$ cat src/rtl/sd_pkg.sv
package sd_pkg;
  typedef enum logic [1:0] {
    PH_IDLE   = 2'd0,
    PH_COUNT  = 2'd1,
    PH_STREAM = 2'd2
  } sd_phase_t;

  // Pointer step with natural wrap at the pointer width.
  function automatic logic [3:0] ptr_step(input logic [3:0] p, input logic up);
    return up ? p + 4'd1 : p - 4'd1;
  endfunction

  // Occupancy update: one word in, one word out per cycle at most.
  function automatic logic [4:0] occ_next(input logic [4:0] occ, input logic push,
                                          input logic pop);
    return occ + {4'd0, push} - {4'd0, pop};
  endfunction
endpackage

$ cat src/rtl/sd_regfile.sv
module sd_regfile #(
  parameter int DW = 4,
  parameter int AW = 4
) (
  input  logic          clk,
  input  logic          rst_n,
  input  logic          wr_en,
  input  logic [AW-1:0] waddr,
  input  logic [DW-1:0] wdata,
  input  logic          rd_en,
  input  logic [AW-1:0] raddr,
  input  logic          fwd,
  output logic [DW-1:0] rdata_q,
  output logic          rvld_q
);
  localparam int DEPTH = 1 << AW;

  logic [DW-1:0] mem [DEPTH];

  always_ff @(posedge clk) begin
    if (wr_en) mem[waddr] <= wdata;
  end

  always_ff @(posedge clk) begin
    if (!rst_n) begin
      rdata_q <= '0;
      rvld_q  <= 1'b0;
    end else begin
      rvld_q <= rd_en;
      if (rd_en) rdata_q <= fwd ? wdata : mem[raddr];
    end
  end

  // The controller may only forward when it writes the very slot it reads.
  assert_fwd_same_slot_R2: assert property (@(posedge clk) disable iff (!rst_n)
    fwd |-> (wr_en && rd_en && waddr == raddr));
  // A read from the array itself must never collide with the write in the same cycle.
  assert_no_port_clash_R9: assert property (@(posedge clk) disable iff (!rst_n)
    (rd_en && !fwd && wr_en) |-> (waddr != raddr));
endmodule

$ cat src/rtl/sd_ctrl.sv
module sd_ctrl
  import sd_pkg::*;
#(
  parameter int AW = 4
) (
  input  logic          clk,
  input  logic          rst_n,
  input  logic          start,
  input  logic          stop,
  input  logic [AW-1:0] dly,
  output logic          wr_en,
  output logic [AW-1:0] waddr,
  output logic          rd_en,
  output logic [AW-1:0] raddr,
  output logic          fwd,
  output logic          byp_mode,
  output logic          byp_vld
);
  localparam int OW = AW + 1;

  sd_phase_t     phase;
  logic [AW-1:0] rp, wp, dly_q;
  logic [OW-1:0] occ;
  logic          cap;
  logic          cap_live, occ_any, timer_last;

  assign cap_live   = cap && !stop;
  assign byp_mode   = (dly_q == '0);
  assign wr_en      = cap_live && !byp_mode;
  assign occ_any    = (occ != '0);
  assign timer_last = (rp == AW'(1));
  assign waddr      = wp;
  assign raddr      = (phase == PH_COUNT) ? '0 : rp;
  assign byp_vld    = cap_live && byp_mode && (phase == PH_STREAM);

  always_comb begin
    unique case (phase)
      PH_COUNT:  rd_en = timer_last && (occ_any || wr_en);
      PH_STREAM: rd_en = !byp_mode && (occ_any || wr_en);
      default:   rd_en = 1'b0;
    endcase
  end
  assign fwd = rd_en && !occ_any;

  always_ff @(posedge clk) begin
    if (!rst_n) begin
      phase <= PH_IDLE;
      rp    <= '0;
      wp    <= '0;
      dly_q <= '0;
      occ   <= '0;
      cap   <= 1'b0;
    end else begin
      unique case (phase)
        PH_IDLE: begin
          if (start) begin
            dly_q <= dly;
            rp    <= dly;
            wp    <= '0;
            occ   <= '0;
            cap   <= 1'b1;
            phase <= (dly == '0) ? PH_STREAM : PH_COUNT;
          end
        end
        PH_COUNT: begin
          cap <= cap_live;
          occ <= occ_next(occ, wr_en, rd_en);
          if (wr_en) wp <= ptr_step(wp, 1'b1);
          if (timer_last) begin
            // Timer expires: address 0 is read now, next read uses 1.
            if (rd_en) phase <= PH_STREAM;
            else begin
              phase <= PH_IDLE;
              cap   <= 1'b0;
            end
          end else begin
            rp <= ptr_step(rp, 1'b0);
          end
        end
        PH_STREAM: begin
          cap <= cap_live;
          if (byp_mode) begin
            if (!cap_live) phase <= PH_IDLE;
          end else begin
            occ <= occ_next(occ, wr_en, rd_en);
            if (wr_en) wp <= ptr_step(wp, 1'b1);
            if (rd_en) rp <= ptr_step(rp, 1'b1);
            else phase <= PH_IDLE;
          end
        end
        default: phase <= PH_IDLE;
      endcase
    end
  end

  // Words held never exceed the programmed delay, so 16 slots suffice.
  assert_occ_bound_R9: assert property (@(posedge clk) disable iff (!rst_n)
    (phase != PH_IDLE) |-> (occ <= OW'(dly_q)));
  // The delay is frozen while a run is active.
  assert_hold_delay_R7: assert property (@(posedge clk) disable iff (!rst_n)
    (phase != PH_IDLE) |=> $stable(dly_q));
  // Once stop is seen during capture, capture stays closed.
  assert_stop_closes_R5: assert property (@(posedge clk) disable iff (!rst_n)
    (cap && stop) |=> !cap);
  // Idle moves no data.
  assert_idle_quiet_R10: assert property (@(posedge clk) disable iff (!rst_n)
    (phase == PH_IDLE) |-> (!rd_en && !wr_en && !cap));
endmodule

$ cat src/rtl/stream_delay.sv
module stream_delay #(
  parameter int DW = 4,
  parameter int AW = 4
) (
  input  logic          clk,
  input  logic          rst_n,
  input  logic          start,
  input  logic          stop,
  input  logic [AW-1:0] dly,
  input  logic [DW-1:0] din,
  output logic [DW-1:0] dout,
  output logic          dout_vld
);
  logic          wr_en, rd_en, fwd, byp_mode, byp_vld, rvld_q;
  logic [AW-1:0] waddr, raddr;
  logic [DW-1:0] rdata_q;

  sd_ctrl #(.AW(AW)) u_ctrl (
    .clk(clk), .rst_n(rst_n), .start(start), .stop(stop), .dly(dly),
    .wr_en(wr_en), .waddr(waddr), .rd_en(rd_en), .raddr(raddr), .fwd(fwd),
    .byp_mode(byp_mode), .byp_vld(byp_vld)
  );

  sd_regfile #(.DW(DW), .AW(AW)) u_rf (
    .clk(clk), .rst_n(rst_n), .wr_en(wr_en), .waddr(waddr), .wdata(din),
    .rd_en(rd_en), .raddr(raddr), .fwd(fwd), .rdata_q(rdata_q), .rvld_q(rvld_q)
  );

  assign dout     = byp_mode ? din : rdata_q;
  assign dout_vld = byp_mode ? byp_vld : rvld_q;

  // Every registered output word is preceded by a read issued one cycle earlier.
  assert_read_then_valid_R2: assert property (@(posedge clk) disable iff (!rst_n)
    rd_en |=> rvld_q);
  // The bypass path and the array path are never active together.
  assert_single_source_R3: assert property (@(posedge clk) disable iff (!rst_n)
    !(byp_vld && rd_en));
endmodule

$ cat config.mk
export PLATFORM = sky130hd
export DESIGN_NAME = stream_delay
export DESIGN_NICKNAME = d
export VERILOG_FILES = /design/src/rtl/sd_pkg.sv /design/src/rtl/sd_regfile.sv /design/src/rtl/sd_ctrl.sv /design/src/rtl/stream_delay.sv
export SDC_FILE = /design/constraint.sdc
export NUM_CORES = 1
export LEC_CHECK = 0
export BUFFER_PORTS_ARGS = -buffer_cell sky130_fd_sc_hd__buf_2
export CORE_ASPECT_RATIO = 1.1
export CORE_UTILIZATION = 30
export DETAILED_ROUTE_END_ITERATION = 8
export PLACE_DENSITY_LB_ADDON = 0.2
export SKIP_CTS_REPAIR_TIMING = 1
export SLEW_MARGIN = 10
export SYNTH_ARGS = -nofsm -noshare
export SYNTH_HDL_FRONTEND = slang
export SYNTH_SLANG_ARGS = --single-unit
$ cat constraint.sdc
create_clock -name clk -period 6.25 [get_ports clk]
set_input_delay 1.5625 -clock clk [delete_from_list [all_inputs] [get_ports clk]]
set_output_delay 1.5625 -clock clk [all_outputs]
set_load 0.005 [all_outputs]
==> results by group, run 1 <==
Timing
  • Setup Viol. Count Final: 0
  • Crit share post-route: 66.6%
  • Clock skew: 0.00684 ns
  • Worst setup margin: around 2.1 ns
  • Maximum clock rate: 240 MHz
  • Final Hold Fails: 0
  • Pins Over Slew Limit: 0
  • Tmin final: 4.16 ns
  • RSZ-0062 raised after global routing: false
  • WHS: roughly 0.47 ns
  • Relative max-transition margin: ~37%
  • Worst slew pin tran: 0.942 ns
  • Total negative slack: 0 ns

Drt
  • Initial drt markers: 174
  • Pre-antenna DRT Iters: 4
  • Wire per inst: about 18 microns
  • DR vias: 2,986
  • # DRC: 0
  • Via density: 5.07
  • Final antenna-violating net count: 0
  • Routed WL: about 10 mm

Final layout
  • Share of layout cells above drive strength 1: between 10 and 15%
  • Multi-input gate area: 0.00183 sq mm
  • Sequential cell area: 0.00242 sq mm
  • Fill count: 1,486
  • Area Overhead vs Synth: 11.5%
  • Antenna fix cells: 0
  • Commonest non-fill, non-tap cell in the layout: edfxtp_1
  • Commonest non-fill, non-tap cells in the layout: edfxtp_1 (64), nand2_1 (40), a21oi_1 (28)
  • NumNets Final: ~420

Global route
  • Vias in the first global route: 2,969
  • Global-route wire length before repair: approximately 17 mm
  • Initial antenna violation count: 0
  • Largest net degree at the start of global routing: 27
  • Global route overflow: 0
  • All-Layer GR Usage: 14.7%

Yosys
  • Synthesis-stage register bit count: around 90
  • Async S/R FF share, synth: 0%
  • Syn Nets: 414
  • Mapped Cells: 384
  • Number of flops mapped to enable cells by yosys: 64
  • Seq/Total Area, Yosys: 54.9%
  • Main synth FF type: edfxtp_1
  • Synth area leader: edfxtp_1
  • Area contributors post-synth: edfxtp_1 (44%), dfxtp_1 (11%), mux2i_1 (5.7%)
  • Area of the mapped netlist: roughly 0.0044 sq mm
  • Post-synth top area share: 43.5%
  • Synthesized area per cell: 11.5 sq um
  • Synthesis warning total: 0
  • Netlist cell types: 61

Floorplan
  • Die area: 0.0152 sq mm
  • Row cnt: between 40 and 50
  • Initial Util: 30.7%
  • Horiz. Die Dim: 118 microns
  • Num ports: 17
  • Core ar.: 0.0144 sq mm
  • Die Height: roughly 130 microns

Clock tree
  • Clk slew on worst S/H paths: 0.06 ns
  • Clock latency on the worst-skew pair: ~0.34 ns
  • H-tree lvl count: 3
  • Clock tree buffer depth: 2
  • Total CTS buffers: 9
  • CTS sink count: 89
  • Root Buffer: clkbuf_16
  • CTS tree: yes

Critical path
  • Endpoint class of the critical path: register
  • Critical Path Fanout Max: 7
  • CP Data Arrival Time: 4.39 ns
  • Critical Path RT: 6.48 ns
  • Critical path class: primary input to register
  • Startpoint class of the critical path: primary input

Flow run
  • MaxCap Viol Count: 0

Pwr
  • Peak VDD IR: between 0.1 and 0.15 mV
  • Leak Pwr: 1.66 nW
  • Power density cells: 375 mW/mm^2

Place
  • PortBufs: 16
  • Pre-CTS setup slack: 1.75 ns
  • GPL Wtd Cong: roughly 0.8
  • Dpl hpwl: 7.26 mm

Status
  • Status: complete, no violations

Min path
  • Worst hold path class: register to register
## flip-flops by register name (all words and copies together) (netlist names), 2 cells and up
register and cells:
u_ctrl.dly_q 4, u_ctrl.occ 5, u_ctrl.phase 2, u_ctrl.rp 4
u_ctrl.waddr 4, u_rf.mem 64, u_rf.rdata_q 4
## power breakdown
| group | total, W | switching [W] | internal [W] |
|---|---|---|---|
| Sequential | 0.000703 | 0.0000447 | 0.000659 |
| Combinational | 0.000659 | 0.000421 | 0.000239 |
| Clock | 0.000484 | 0.000218 | 0.000266 |
## area by class of cell
class	count	share of cell area, %
flip-flops and latches	89	49.2
clock buffers	10	4.65
clock inverters	5	0.661
inverters	21	1.63
multi-input cells	255	37.2
well taps	192	4.88
repair buffers	17	1.78
## stage by stage
stage / std cells / utilization [%] / total power (W) / area [sq um]
after global routing: 589 / 34.2 / 0.00195 / 4920
final: 589 / 34.2 / 0.00185 / 4920
after detailed placement: 574 / 32.4 / 0.00137 / 4660
after floorplan: 384 / - / 0.00120 / 4420
after CTS: 589 / 34.2 / 0.00186 / 4920
after global placement: 574 / 32.4 / 0.00137 / 4660
## kinds of logic (layout without fill, tap and decap cells)
group | count (synthesis) | in the layout | synth area share, %
flip-flops | 89 | 89 | 54.9
buffers and inverters | 40 | 53 | 3.68
multiplexers | 25 | 25 | 5.67
adder cells (fa/ha/maj) | 18 | 18 | 5.27
AO/OA/AOI/OAI | 93 | 93 | 16.4
AND/OR/NAND/NOR | 118 | 118 | 13.9
XOR/XNOR | 1 | 1 | 0.198
## Yosys cell counts (all sizes together), types with 7 or more instances
master / count
dfxtp: 25
mux2i: 25
nor2: 21
nand3: 10
buf: 9
inv: 19
ha: 17
clkbuf: 10
nand2b: 8
a21oi: 30
edfxtp: 64
nand2: 40
nor3: 7
## layer usage
| metal | global-route usage (%) | vias up | part of all wire, % |
|---|---|---|---|
| li1 | - | 1455 | - |
| met1 | 18.8 | 1467 | 47 |
| met2 | 24.1 | 48 | 48 |
| met3 | 2.82 | 16 | 3.2 |
| met4 | 6.71 | 0 | 1.7 |
| met5 | 0 | - | 0 |
## worst max-delay path, cell delays in order
cell and delay (ns):
buf_2 0.11, nand2b_1 0.18, nor2_2 0.26, clkinv_2 0.16, a21oi_2 0.28, ha_1 0.29, inv_1 0.06, ha_1 0.16
inv_1 0.06, fa_1 0.37, nand2b_1 0.17, a21oi_1 0.27, or3_1 0.15, a211oi_1 0.06, o31a_1 0.24
## path summary, 6_finish.rpt
path / cells past startpoint / from / slack (ns) / to
setup / recovery: 15 / stop / 2.09 / u_ctrl.occ[4]
hold / removal: 1 / u_rf.rdata_q[2] / 0.47 / u_rf.rdata_q[2]
hold reg to reg: 1 / u_rf.rdata_q[2] / 0.47 / u_rf.rdata_q[2]
setup reg to reg: 15 / u_ctrl.rp[1] / 2.24 / u_ctrl.occ[4]
(Power assumes the default switching activity.)
==> run 2, diff against run 1 <==
==> constraint.sdc (replaced) <==
create_clock -name clk -period 3.4 [get_ports clk]
set_input_delay 0.85 -clock clk [delete_from_list [all_inputs] [get_ports clk]]
set_output_delay 0.85 -clock clk [all_outputs]
set_load 0.005 [all_outputs]
==> run 2 against run 1 <==
Sequential power rose by 78%. Critical endpoint unchanged. Flip-flop and latch count stayed put. Global-route usage shrank 0.47 points. Utilization increased by 0.97 points. Worst setup slack worse by 1.8 ns. Highest routed layer unchanged. Clock skew is essentially flat. Non-clock buffer count increased by 13. Sequential share of layout area is 1.4 points lower. Wire length decreased by 2.1%. First-iteration DRC count down 13%.
==> results by group, run 2 (synthesis gave the netlist of run 1 again) <==
Global route
  • Vias in the first global route: 3,057
  • All-Layer GR Usage: 14.2%
  • Global route overflow: 0
  • Largest net degree at the start of global routing: 26
  • Initial antenna violation count: 0
  • Global-route wire length before repair: 16.6 mm

Critical path
  • CP Launch Point: u_ctrl.phase[0]
  • Endpoint class of the critical path: register
  • Critical Path RT: 3.63 ns
  • Critical Path Fanout Max: 4
  • Critical path class: register to register
  • Worst reg2reg path startpoint: u_ctrl.phase[0]
  • Startpoint class of the critical path: register
  • CP Data Arrival Time: 3.32 ns

Drt
  • Via density: 5.00
  • Final antenna-violating net count: 0
  • # DRC: 0
  • Wire per inst: 17.0 microns
  • Pre-antenna DRT Iters: 4
  • DR vias: 3,016
  • Initial drt markers: about 150
  • Routed WL: 10.2 mm

Clock tree
  • Total CTS buffers: 9
  • Clk slew on worst S/H paths: 0.07 ns
  • H-tree lvl count: 3
  • Clock latency on the worst-skew pair: 0.34 ns
  • Root Buffer: clkbuf_16
  • Clock tree buffer depth: 2
  • CTS tree: yes
  • CTS sink count: 89

Flow run
  • MaxCap Viol Count: 0

Status
  • Status: complete, no violations

Final layout
  • Final Instance Area: just over 0.005 sq mm
  • Area Overhead vs Synth: 14.7%
  • Top Registers: u_rf.mem (64), u_ctrl.occ (5)
  • Non-Filler Instances: 603
  • Final Util: 35.2%
  • Largest register by flop count: u_rf.mem
  • Max reg flops: 64
  • Commonest non-fill, non-tap cells in the layout: edfxtp_1 (64), nand2_1 (40), a21oi_1 (28)
  • NumNets Final: between 400 and 500
  • Fill count: about 1,400
  • Antenna fix cells: 0
  • Share of layout cells above drive strength 1: 16.1%
  • Commonest non-fill, non-tap cell in the layout: edfxtp_1

Place
  • Cell Area, Placed: 0.00476 sq mm
  • Placed Instances: slightly below 600
  • Dpl hpwl: 7.22 mm
  • PortBufs: 16
  • GPL Wtd Cong: 0.746

Floorplan
  • Die Height: 129 microns
  • Die area: 0.0152 sq mm
  • Core ar.: 0.0144 sq mm
  • Row cnt: 46
  • Num ports: 17
  • Initial Util: between 30% and 40%
  • Horiz. Die Dim: 118 microns

Pwr
  • Power density cells: 699 mW/mm^2
  • Peak VDD IR: 0.217 mV
  • Leak Pwr: 1.75 nW
  • Total power: 0.00354 W

Timing
  • Clock skew: 0.00649 ns
  • Maximum clock rate: 323 MHz
  • Relative max-transition margin: 42.2%
  • Tmin final: a little over 3 ns
  • RSZ-0062 raised after global routing: false
  • Worst slew pin tran: 0.867 ns
  • Final Hold Fails: 0
  • Setup Viol. Count Final: 0
  • Total negative slack: 0 ns
  • Pins Over Slew Limit: 0
  • Crit share post-route: 91.0%

Min path
  • Hold_sp: u_rf.rdata_q[0]
  • Worst hold path class: register to register
[run 2: area by class of cell]
type | instances | area, sq um | share of cell area (%)
flip-flops and latches | 89 | 2420 | 47.8
multi-input cells | 255 | 1840 | 36.3
well taps | 192 | 240 | 4.75
clock buffers | 9 | 225 | 4.45
repair buffers | 30 | 185 | 3.66
inverters | 21 | 80.1 | 1.58
clock inverters | 7 | 73.8 | 1.46
[run 2: worst paths after layout]
path                           to  slack [ns]  cells after the start
setup / recovery    u_ctrl.occ[4]        0.31                     15
hold / removal    u_rf.rdata_q[0]        0.46                      1
setup reg to reg    u_ctrl.occ[4]        0.31                     15
hold reg to reg   u_rf.rdata_q[0]        0.46                      1
[run 2: where the power goes]
part	leakage, nW	internal [W]	switching [W]
sequential	0.779	0.00121	0.0000426
clock	0.147	0.000518	0.000451
combinational	0.823	0.000506	0.000811
total	1.75	0.00223	0.00130
[run 2: metrics by stage]
step / setup WS [ns] / hold slack, ns
floorplan: 0.0532 / 0.435
global placement: 0.0837 / 0.460
detailed placement: 0.0501 / 0.454
CTS: 0.206 / 0.470
global route: 0.0552 / 0.487
finish: 0.306 / 0.464
[run 2: critical path: stages, from the launching register on]
cell       delay (ns)
dfxtp_1          0.38
inv_1            0.08
ha_1             0.33
nor2b_2          0.19
a2bb2oi_4        0.15
a21oi_2          0.05
ha_1             0.28
inv_1            0.06
ha_1             0.16
inv_1            0.06
fa_1             0.37
nand2b_1         0.17
a21oi_1          0.26
or3_1            0.14
a211oi_1         0.06
o31a_1           0.24
[run 2: layer usage]
| metal | GRT usage (%) | up-vias | wire (microns) |
|---|---|---|---|
| li1 | - | 1483 | - |
| met1 | 18.6 | 1474 | 4920 |
| met2 | 23.8 | 46 | 4870 |
| met3 | 2.55 | 13 | 258 |
| met4 | 4.98 | 0 | 177 |
| met5 | 0 | - | 0 |
==> run 3, diff against run 2 <==
==> constraint.sdc (replaced) <==
create_clock -name clk -period 3.8 [get_ports clk]
set_input_delay 0.95 -clock clk [delete_from_list [all_inputs] [get_ports clk]]
set_output_delay 0.95 -clock clk [all_outputs]
set_load 0.005 [all_outputs]
==> run 3 against run 2 <==
Largest cell class unchanged. Global-route usage rose by 0.47 points. Worst hold slack improved by 0.0099 ns. Wire length rose by 3.3%.
==> results by group, run 3 (synthesis gave the netlist of run 1 again) <==
Drt
  • Final antenna-violating net count: 0
  • Wire per inst: 17.7 microns
  • Routed WL: around 11 mm
  • DR vias: 2,964
  • Initial drt markers: 116
  • Via density: 4.96
  • Pre-antenna DRT Iters: 5
  • # DRC: 0

Clock tree
  • H-tree lvl count: 3
  • Total CTS buffers: 9
  • Root Buffer: clkbuf_16
  • Clk slew on worst S/H paths: 0.07 ns
  • Clock latency on the worst-skew pair: roughly 0.35 ns
  • Clock tree buffer depth: 2
  • CTS tree: yes
  • CTS sink count: a little under 90

Global route
  • Initial antenna violation count: 0
  • Global route overflow: 0
  • Vias in the first global route: 2,955
  • Global-route wire length before repair: 16.8 mm
  • All-Layer GR Usage: 14.7%
  • Largest net degree at the start of global routing: 26

Critical path
  • Slowest stage delay, CP: 0.44 ns
  • Critical Path RT: 4.04 ns
  • Endpoint class of the critical path: register
  • CP bufs+invs: 3
  • CP Data Arrival Time: 3.66 ns
  • Slowest cell on the critical path: ha_1
  • Startpoint class of the critical path: register
  • Delay-heaviest family, CP: adder cells
  • Critical Path Fanout Max: 8
  • CP Cell Sequence: inv_1 > ha_1 > nor2b_1 > a2bb2oi_4 > a21oi_2 > ha_1 > inv_1 > ha_1 > inv_1 > fa_1 > nand2b_1 > a21oi_1 > or3_1 > a211oi_1 > o31a_1
  • Critical path class: register to register

Timing
  • Worst setup margin: 0.380 ns
  • Final Hold Fails: 0
  • WHS: 0.474 ns
  • Clock skew: between 0.008 and 0.009 ns
  • Total negative slack: 0 ns
  • Maximum clock rate: 292 MHz
  • Crit share post-route: 90.0%
  • Relative max-transition margin: 51.4%
  • Pins Over Slew Limit: 0
  • Tmin final: around 3.4 ns
  • RSZ-0062 raised after global routing: false
  • Worst slew pin tran: 0.729 ns
  • Setup Viol. Count Final: 0

Place
  • GPL Wtd Cong: between 0.7 and 0.8
  • Pre-CTS setup slack: 0.246 ns
  • Dpl hpwl: about 7.4 mm
  • PortBufs: 16

Floorplan
  • Initial Util: 30.7%
  • Core ar.: 0.0144 sq mm
  • Die area: 0.0152 sq mm
  • Row cnt: 46
  • Num ports: 17
  • Die Height: 129 microns
  • Horiz. Die Dim: ~120 microns

Pwr
  • Power density cells: between 600 and 700 mW/mm^2
  • Clock power frac: 28.7%
  • Leak Pwr: 1.72 nW
  • Logic pwr share: a little over a third
  • NetSw: 0.00114 W
  • Internal power: 0.00202 W
  • Peak VDD IR: 0.225 mV
  • Total power: 0.00317 W
  • Sw Ratio: 36.1%
  • Flop pwr share: between 30% and 40%

Final layout
  • Commonest non-fill, non-tap cells in the layout: edfxtp_1 (64), nand2_1 (40), a21oi_1 (28)
  • Antenna fix cells: 0
  • Final Util: 34.9%
  • Share of layout cells above drive strength 1: 14.1%
  • Max reg flops: 64
  • Area Overhead vs Synth: 13.7%
  • Top Registers: u_rf.mem (64), u_ctrl.occ (5)
  • Largest register by flop count: u_rf.mem
  • NumNets Final: 430
  • Commonest non-fill, non-tap cell in the layout: edfxtp_1

Flow run
  • MaxCap Viol Count: 0

Min path
  • Worst hold path class: register to register

Status
  • Status: complete, no violations
[run 3: changes by cell type in the layout (fill, tap and decap cells not counted)]
| cell | delta |
|---|---|
| bufinv_16 | +1 |
| ha_1 | +1 |
| nor2b_1 | +1 |
| inv_8 | -2 |
| clkbuf_1 | +1 |
| buf_4 | -6 |
| clkinvlp_4 | +1 |
| nor2b_2 | -1 |
| ha_2 | -1 |
| inv_6 | -1 |
[run 3: per-stage QoR]
step	instance area, sq um	std cells
finish	5020	597
global route	5020	597
floorplan	4420	384
detailed placement	4710	581
CTS	5020	597
global placement	4710	581
[run 3: area by class of cell]
class / instances / area [sq um]
repair buffers: 24 / 140
clock inverters: 6 / 80.1
clock buffers: 10 / 229
flip-flops and latches: 89 / 2420
inverters: 21 / 80.1
well taps: 192 / 240
multi-input cells: 255 / 1830
fillers: 1460 / 9370
[run 3: worst register-to-register path, cell delays in order, from the launching register on]
cell	delay, ns
dfxtp_1	0.38
inv_1	0.09
ha_1	0.44
nor2b_1	0.30
a2bb2oi_4	0.13
a21oi_2	0.16
ha_1	0.24
inv_1	0.06
ha_1	0.16
inv_1	0.06
fa_1	0.39
nand2b_1	0.18
a21oi_1	0.27
or3_1	0.16
a211oi_1	0.07
o31a_1	0.24
[run 3: power by group through the flow]
stage | logic [W] | clock network (W) | registers (W)
after floorplan | 0.000832 | 0 | 0.00114
after global placement | 0.00115 | 0 | 0.00114
after detailed placement | 0.00114 | 0 | 0.00114
after CTS | 0.00115 | 0.000926 | 0.00112
after global routing | 0.00125 | 0.000968 | 0.00113
final | 0.00114 | 0.000908 | 0.00112
[run 3: final timing paths]
kind                    from         endpoint  slack (ns)  cells after the start
min          u_rf.rdata_q[2]  u_rf.rdata_q[2]        0.47                      1
max reg2reg  u_ctrl.phase[0]    u_ctrl.occ[4]        0.38                     15
min reg2reg  u_rf.rdata_q[2]  u_rf.rdata_q[2]        0.47                      1
max          u_ctrl.phase[0]    u_ctrl.occ[4]        0.38                     15
[run 3: layer usage]
metal | vias up | track usage [%] | part of all wire, %
li1 | 1477 | - | -
met4 | 0 | 6.18 | 1.6
met1 | 1432 | 18.6 | 47
met2 | 43 | 24.9 | 49
met3 | 12 | 2.42 | 2.5
met5 | - | 0 | 0
